===== config.mk =====
export PLATFORM = sky130hd
export DESIGN_NAME = i2c_word_target
export DESIGN_NICKNAME = d
export VERILOG_FILES = /design/src/rtl/i2c_wt_pkg.sv /design/src/rtl/i2c_wt_sync.sv /design/src/rtl/i2c_wt_bus_events.sv /design/src/rtl/i2c_wt_engine.sv /design/src/rtl/i2c_word_target.sv
export SDC_FILE = /design/constraint.sdc
export NUM_CORES = 1
export LEC_CHECK = 0
export ABC_AREA = 1
export BUFFER_PORTS_ARGS = -buffer_cell sky130_fd_sc_hd__buf_2
export CORE_UTILIZATION = 53
export CTS_BUF_LIST = sky130_fd_sc_hd__clkbuf_8
export DETAILED_ROUTE_END_ITERATION = 7
export GPL_ROUTABILITY_DRIVEN = 1
export MAX_ROUTING_LAYER = met4
export PLACE_DENSITY = 0.78
export SETUP_SLACK_MARGIN = 0.2
export SLEW_MARGIN = 10
export SYNTH_ARGS = -nofsm -noshare
export SYNTH_HDL_FRONTEND = slang
export SYNTH_SLANG_ARGS = --single-unit

===== constraint.sdc =====
create_clock -name clk_i -period 1.6 [get_ports clk_i]
set_input_delay 0.32 -clock clk_i [delete_from_list [all_inputs] [get_ports clk_i]]
set_output_delay 0.32 -clock clk_i [all_outputs]
set_load 0.01 [all_outputs]

===== src/rtl/i2c_wt_pkg.sv =====
package i2c_wt_pkg;
  typedef enum logic [2:0] {
    ST_IDLE, ST_RX, ST_ACK_OUT, ST_TX, ST_ACK_IN, ST_SKIP
  } state_e;

  typedef enum logic [1:0] {
    PH_ADDR, PH_PTR, PH_DATA, PH_OVER
  } phase_e;
endpackage


===== src/rtl/i2c_wt_sync.sv =====
module i2c_wt_sync #(
  parameter int STAGES = 2,
  parameter int W      = 2
) (
  input  logic         clk_i,
  input  logic         rst_ni,
  input  logic [W-1:0] d_i,
  output logic [W-1:0] q_o
);
  logic [W-1:0] stage_q [STAGES];

  for (genvar s = 0; s < STAGES; s++) begin : g_stage
    always_ff @(posedge clk_i or negedge rst_ni) begin
      if (!rst_ni) stage_q[s] <= '1;
      else if (s == 0) stage_q[s] <= d_i;
      else stage_q[s] <= stage_q[(s > 0) ? s - 1 : 0];
    end
  end

  assign q_o = stage_q[STAGES-1];
endmodule


===== src/rtl/i2c_wt_bus_events.sv =====
module i2c_wt_bus_events (
  input  logic clk_i,
  input  logic rst_ni,
  input  logic scl_s_i,
  input  logic sda_s_i,
  output logic start_o,
  output logic stop_o,
  output logic scl_rise_o,
  output logic scl_fall_o
);
  logic scl_d_q, sda_d_q;

  always_ff @(posedge clk_i or negedge rst_ni) begin
    if (!rst_ni) begin
      scl_d_q <= 1'b1;
      sda_d_q <= 1'b1;
    end else begin
      scl_d_q <= scl_s_i;
      sda_d_q <= sda_s_i;
    end
  end

  assign start_o    = scl_s_i && scl_d_q && sda_d_q && !sda_s_i;
  assign stop_o     = scl_s_i && scl_d_q && !sda_d_q && sda_s_i;
  assign scl_rise_o = scl_s_i && !scl_d_q;
  assign scl_fall_o = !scl_s_i && scl_d_q;

  // bus events are mutually exclusive
  assert_event_excl_R13: assert property (@(posedge clk_i) disable iff (!rst_ni)
    $onehot0({start_o, stop_o, scl_rise_o, scl_fall_o}));
endmodule


===== src/rtl/i2c_wt_engine.sv =====
module i2c_wt_engine
  import i2c_wt_pkg::*;
#(
  parameter int BYTE_W     = 8,
  parameter int WORD_BYTES = 2,
  localparam int ADDR_W    = BYTE_W - 1,
  localparam int WORD_W    = BYTE_W * WORD_BYTES,
  localparam int IDX_W     = (WORD_BYTES > 1) ? $clog2(WORD_BYTES) : 1,
  localparam int CNT_W     = $clog2(BYTE_W + 1)
) (
  input  logic              clk_i,
  input  logic              rst_ni,
  input  logic              start_i,
  input  logic              stop_i,
  input  logic              scl_rise_i,
  input  logic              scl_fall_i,
  input  logic              sda_i,
  input  logic [ADDR_W-1:0] dev_addr_i,
  output logic              sda_oe_o,
  output logic [BYTE_W-1:0] ptr_o,
  output logic              wr_en_o,
  output logic [WORD_W-1:0] wr_data_o,
  input  logic [WORD_W-1:0] rd_data_i
);
  localparam logic [CNT_W-1:0] BIT_LAST = CNT_W'(BYTE_W);
  localparam logic [IDX_W-1:0] IDX_LAST = IDX_W'(WORD_BYTES - 1);

  state_e              state_q;
  phase_e              phase_q;
  logic [CNT_W-1:0]    bit_cnt_q;
  logic [BYTE_W-1:0]   rx_q, tx_q, ptr_q;
  logic [IDX_W-1:0]    idx_q;
  logic [WORD_W-1:0]   wacc_q, word_q;
  logic                rw_q, mack_q, wr_en_q;

  function automatic logic [BYTE_W-1:0] pick(input logic [WORD_W-1:0] w,
                                             input logic [IDX_W-1:0] idx);
    return w[(WORD_BYTES - 1 - int'(idx)) * BYTE_W +: BYTE_W];
  endfunction

  always_ff @(posedge clk_i or negedge rst_ni) begin
    if (!rst_ni) begin
      state_q   <= ST_IDLE;
      phase_q   <= PH_ADDR;
      bit_cnt_q <= '0;
      rx_q      <= '0;
      tx_q      <= '0;
      ptr_q     <= '0;
      idx_q     <= '0;
      wacc_q    <= '0;
      word_q    <= '0;
      rw_q      <= 1'b0;
      mack_q    <= 1'b0;
      wr_en_q   <= 1'b0;
    end else begin
      wr_en_q <= 1'b0;
      if (start_i) begin
        state_q   <= ST_RX;
        phase_q   <= PH_ADDR;
        bit_cnt_q <= '0;
      end else if (stop_i) begin
        state_q <= ST_IDLE;
      end else begin
        unique case (state_q)
          ST_RX: begin
            if (scl_rise_i) begin
              rx_q      <= {rx_q[BYTE_W-2:0], sda_i};
              bit_cnt_q <= bit_cnt_q + 1'b1;
            end else if (scl_fall_i && bit_cnt_q == BIT_LAST) begin
              state_q <= ST_ACK_OUT;
              unique case (phase_q)
                PH_ADDR: begin
                  if (rx_q[BYTE_W-1:1] == dev_addr_i) rw_q <= rx_q[0];
                  else state_q <= ST_SKIP;
                end
                PH_PTR:  ptr_q  <= rx_q;
                PH_DATA: wacc_q <= {wacc_q[WORD_W-BYTE_W-1:0], rx_q};
                default: state_q <= ST_SKIP;
              endcase
            end
          end
          ST_ACK_OUT: begin
            if (scl_fall_i) begin
              bit_cnt_q <= '0;
              state_q   <= ST_RX;
              unique case (phase_q)
                PH_ADDR: begin
                  if (rw_q) begin
                    word_q  <= rd_data_i;
                    tx_q    <= pick(rd_data_i, '0);
                    idx_q   <= '0;
                    state_q <= ST_TX;
                  end else begin
                    phase_q <= PH_PTR;
                  end
                end
                PH_PTR: begin
                  phase_q <= PH_DATA;
                  idx_q   <= '0;
                end
                default: begin
                  if (idx_q == IDX_LAST) begin
                    wr_en_q <= 1'b1;
                    phase_q <= PH_OVER;
                  end else begin
                    idx_q <= idx_q + 1'b1;
                  end
                end
              endcase
            end
          end
          ST_TX: begin
            if (scl_rise_i) begin
              bit_cnt_q <= bit_cnt_q + 1'b1;
            end else if (scl_fall_i) begin
              if (bit_cnt_q == BIT_LAST) state_q <= ST_ACK_IN;
              else tx_q <= {tx_q[BYTE_W-2:0], 1'b1};
            end
          end
          ST_ACK_IN: begin
            if (scl_rise_i) begin
              mack_q <= !sda_i;
            end else if (scl_fall_i) begin
              if (mack_q) begin
                bit_cnt_q <= '0;
                state_q   <= ST_TX;
                if (idx_q == IDX_LAST) begin
                  idx_q  <= '0;
                  word_q <= rd_data_i;
                  tx_q   <= pick(rd_data_i, '0);
                end else begin
                  idx_q <= idx_q + 1'b1;
                  tx_q  <= pick(word_q, idx_q + 1'b1);
                end
              end else begin
                state_q <= ST_SKIP;
              end
            end
          end
          default: ;
        endcase
      end
    end
  end

  assign sda_oe_o  = (state_q == ST_ACK_OUT) || (state_q == ST_TX && !tx_q[BYTE_W-1]);
  assign ptr_o     = ptr_q;
  assign wr_en_o   = wr_en_q;
  assign wr_data_o = wacc_q;

  assert_strobe_pulse_R3: assert property (@(posedge clk_i) disable iff (!rst_ni)
    wr_en_q |=> !wr_en_q);
  assert_strobe_after_ack_R3: assert property (@(posedge clk_i) disable iff (!rst_ni)
    wr_en_q |-> $past(state_q) == ST_ACK_OUT);
  assert_sda_on_scl_low_R11: assert property (@(posedge clk_i) disable iff (!rst_ni)
    (sda_oe_o != $past(sda_oe_o)) |-> $past(scl_fall_i || start_i || stop_i));
  assert_ptr_hold_in_read_R8: assert property (@(posedge clk_i) disable iff (!rst_ni)
    (state_q == ST_TX || state_q == ST_ACK_IN) |=> $stable(ptr_q));
  assert_skip_quiet_R1: assert property (@(posedge clk_i) disable iff (!rst_ni)
    (state_q == ST_SKIP && !start_i) |=> !sda_oe_o);
endmodule


===== src/rtl/i2c_word_target.sv =====
module i2c_word_target #(
  parameter int BYTE_W      = 8,
  parameter int WORD_BYTES  = 2,
  parameter int SYNC_STAGES = 2,
  localparam int ADDR_W     = BYTE_W - 1,
  localparam int WORD_W     = BYTE_W * WORD_BYTES
) (
  input  logic              clk_i,
  input  logic              rst_ni,
  input  logic              scl_i,
  input  logic              sda_i,
  input  logic [ADDR_W-1:0] dev_addr_i,
  output logic              sda_oe_o,
  output logic [BYTE_W-1:0] ptr_o,
  output logic              wr_en_o,
  output logic [WORD_W-1:0] wr_data_o,
  input  logic [WORD_W-1:0] rd_data_i
);
  logic [1:0] lines_s;
  logic start, stop, scl_rise, scl_fall;

  i2c_wt_sync #(.STAGES(SYNC_STAGES), .W(2)) u_sync (
    .clk_i (clk_i),
    .rst_ni(rst_ni),
    .d_i   ({scl_i, sda_i}),
    .q_o   (lines_s)
  );

  i2c_wt_bus_events u_events (
    .clk_i     (clk_i),
    .rst_ni    (rst_ni),
    .scl_s_i   (lines_s[1]),
    .sda_s_i   (lines_s[0]),
    .start_o   (start),
    .stop_o    (stop),
    .scl_rise_o(scl_rise),
    .scl_fall_o(scl_fall)
  );

  i2c_wt_engine #(.BYTE_W(BYTE_W), .WORD_BYTES(WORD_BYTES)) u_engine (
    .clk_i     (clk_i),
    .rst_ni    (rst_ni),
    .start_i   (start),
    .stop_i    (stop),
    .scl_rise_i(scl_rise),
    .scl_fall_i(scl_fall),
    .sda_i     (lines_s[0]),
    .dev_addr_i(dev_addr_i),
    .sda_oe_o  (sda_oe_o),
    .ptr_o     (ptr_o),
    .wr_en_o   (wr_en_o),
    .wr_data_o (wr_data_o),
    .rd_data_i (rd_data_i)
  );
endmodule


==> flow_metrics.py <==
metrics = {
    "yosys": {
        "synth.area.top_cells": "dfrtp_1 (43%), nand2_1 (14%), inv_1 (6.3%), o21ai_2 (5.9%), dfstp_2 (4.4%)",
        "yosys_register_bits": 67,
        "syn_nets": 462,
        "synth.most_common_cell": "nand2_1",
        "post-synth-top-area-cell": "dfrtp_1",
        "synth_top_cell_area_share_pct": 42.8,
        "yosys_warnings": 0,
        "synthArstFlopShare_pct": 100,
        "syn_inst": 428,
        "ys_seq_area_share_pct": 47.3,
        "synth_commonest_cells": "nand2_1 (133), dfrtp_1 (61), inv_1 (60)",
        "synth_edf_count": 0,
        "netlist_area_mm2": 0.00356,
        "syn_area_per_cell_um2": 8.33,
        "ys_types": 37,
        "synth_top_flop_cell": "dfrtp_1",
    },
    "grt": {
        "grt_overflow": 0,
        "antenna_found_initial": 0,
        "grt_pass1_wl_mm": 14.9,
        "grt_max_degree": 68,
        "track_usage_pct": 28.0,
        "grt_pass1_vias": 3177,
    },
    "cells_and_area": {
        "finalNonFillerCells": 621,
        "area_delta_synth_final_pct": 39.1,
        "final_layout_size_suffix_gt1_share_pct": 46.1,
        "final_nets": 573,
        "fillCellCount": 378,
        "antenna_cells": 0,
    },
    "drt": {
        "finalWirelength_mm": 10.9,
        "drc": 5,
        "vias": 3507,
        "wire_per_inst_um": 17.6,
        "dr.pass1.iters": 7,
        "detail-route-antenna-nets": 0,
        "drtIter0Drc": 359,
        "viasPerCell": 5.65,
    },
    "worst_setup_path": {
        "reg2reg_from": "u_engine.state_q[2]",
        "path_cells": "nor2_4 > nand2_4 > buf_4 > nand3_1 > nand2_1 > nor2_4 > nand3_1 > inv_1 > nand2_1 > nand2_1",
        "reg2reg_slack_ps": -200,
        "cp.arrival_ps": 2090,
        "rr_endpoint": "u_engine.state_q[1]",
        "cp_slowest_stage_delay_ps": 480,
        "critPathCaptureType": "flop",
        "critPathSlowestCell": "dfrtp_2",
        "ff2ff_path_depth": 10,
        "cp-start-kind": "flop",
        "crit_fanout": 5,
        "critPathRequiredTime_ps": 1890,
        "crit_path_frequent_cell": "nand2_1",
        "path_class": "reg -> reg",
    },
    "die": {
        "start_util_pct": 55.5,
        "die_area_mm2": 0.00706,
        "core_region_area_mm2": 0.00642,
        "io_pins": 53,
        "fp.dieH_um": 84.0,
        "num_rows": 29,
        "die_w_um": 84.0,
    },
    "place": {
        "place_inst": 574,
        "hpwl_mm": 5.59,
        "port_buffers": 52,
        "dp_worst_setup_slack_ps": -155,
        "place_congestion": 0.937,
    },
    "run_status": {
        "status": "complete, but fails checks",
        "violations": "DRC, setup timing",
    },
    "clock_tree": {
        "tritoncts_num_sinks": 67,
        "cts_root_buf": "clkbuf_8",
        "cts.clk_slew.worst_paths_ps": 80,
        "cts-htree-levels": 3,
        "cts.path.max_buffers": 2,
        "cts_tree": "done",
        "clk_latency_ps": 360,
        "numCtsBuffers": 9,
    },
    "min_path": {
        "worstHoldStart": "sda_i",
        "hold_class": "in -> reg",
        "hold_path_end": "u_sync.stage_q[2]",
        "hold_depth": 1,
    },
    "sta": {
        "setup_viol": 52,
        "final.setup.tns_ps": -6590,
        "worst_pin_slew_ps": 608,
        "setup_ws_ps": -198,
        "max_freq_mhz": 556,
        "fin_crit_ps": 1800,
        "slew_headroom_pct": 59.4,
        "finClkSkew_ps": 16.7,
        "drv_slew": 0,
        "timing.hold.ws_ps": 59.1,
        "timing.final.crit_share_pct": 112,
        "rsz0062_at_grt": "yes",
        "hold_viol_final": 0,
    },
    "power": {
        "p_leak_uw": 0.00257,
        "power_density_mw_per_mm2": 1370,
        "peakVddDrop_uv": 1070,
    },
    "flow_run": {
        "max_cap_viol_count": 0,
    },
}
[cell families (layout without fill, tap and decap cells)]
| kind of cell | after synthesis | after routing | synth area share [%] |
|---|---|---|---|
| muxes | 2 | 2 | 0.562 |
| and+or+nand+nor | 201 | 204 | 25.8 |
| adders and majority gates | 7 | 7 | 2.46 |
| DFF | 67 | 67 | 47.3 |
| buffers and inverters | 77 | 190 | 9.87 |
| AOI/OAI and AO/OA | 72 | 72 | 13.5 |
| xor gates and xnor gates | 2 | 2 | 0.492 |
[power by group]
group	internal (uW)	switching [uW]	total (uW)
Combinational	1140	1670	2810
Clock	765	716	1480
Sequential	2090	388	2470
[registers in the layout, summed over array words and instances, names as in the netlist, 2 cells and up]
signal and count:
u_engine.bit_cnt_q 4, u_engine.phase_q 2, u_engine.ptr_o 8, u_engine.rx_q 8, u_engine.state_q 3, u_engine.tx_q 8
u_engine.word_q 8, u_engine.wr_data_o 16, u_sync.q_o 2, u_sync.stage_q 2
[metrics by stage]
step	utilization, %	power, uW	instance area, um2
after global placement	63.8	4340	4100
after floorplan	-	3860	3610
after global routing	77.2	7070	4960
after detailed placement	63.8	4440	4100
after CTS	72.0	6150	4620
final	77.2	6770	4960
[layer usage]
metal | track usage [%] | wire length, um | up-vias
met1 | 34.8 | 4360 | 1690
met5 | - | 0 | -
met3 | 6.33 | 665 | 48
met2 | 44.9 | 5490 | 196
met4 | 10.7 | 403 | 0
li1 | - | - | 1573
[area by class of cell]
type	instances	area (um2)	area share (%)
multi-input combinational	287	1940	39.1
timing repair buffer	108	774	15.6
tap	77	96.3	1.94
clock inverter	6	65.1	1.31
inverter	66	256	5.18
sequential	67	1690	34.1
clock buffer	10	138	2.78
[worst max path at each step]
stage                             to  slack [ps]  depth (start not counted)                  start
2_1_floorplan  u_engine.wr_data_o[5]          40                         11  u_engine.bit_cnt_q[0]
3_3_place_gp      u_engine.word_q[4]         -60                          7       u_events.scl_d_q
3_5_place_dp   u_engine.wr_data_o[1]        -160                          8       u_events.scl_d_q
4_1_cts                     sda_oe_o         -90                          6    u_engine.state_q[1]
5_1_grt          u_engine.state_q[0]        -230                         10          u_sync.q_o[1]
6_report         u_engine.state_q[1]        -200                         10    u_engine.state_q[2]
[cells in the final DEF (no fill, tap or decap), types with 2 or more instances in the layout]
master    instances
buf_6            13
nand3_1          17
nor2_4           12
ha_4              2
nand4_4           2
o22ai_2           2
dfstp_2           6
buf_4            39
nand2_2          22
nor2_2            7
dfrtp_2           3
o21ai_1          15
nand3_4           2
nand3_2           3
clkinv_4          2
o21ai_4           2
ha_1              4
a21oi_1           3
dfrtp_1          58
o21ai_2          24
nand2_1         107
o21ai_0          15
inv_1            51
inv_2            11
nand2_4          14
inv_4             3
buf_12            2
buf_2            52
a31oi_1           4
mux2i_1           2
nand2_8           3
nor2_1            9
clkinv_2          2
clkbuf_8         10
nor3_4            3
[what timing repair did]
item | CTS | global route
endpoints found under the hold margin | 28 | 0
gates resized for setup | 48 | 56
buffers inserted | 17 | 8
pin swaps | 11 | 12
setup endpoints to repair | 60 | 62
hold buffers | 1 | 0
gates cloned | 1 | 4
[critical path: cells and delay by family, from the launching register on]
| family | cells | cell delay [ps] |
|---|---|---|
| and+or+nand+nor | 8 | 960 |
| buffers and inverters | 2 | 260 |
| DFF | 1 | 480 |
Note: power is estimated with default switching activity, not from simulation.
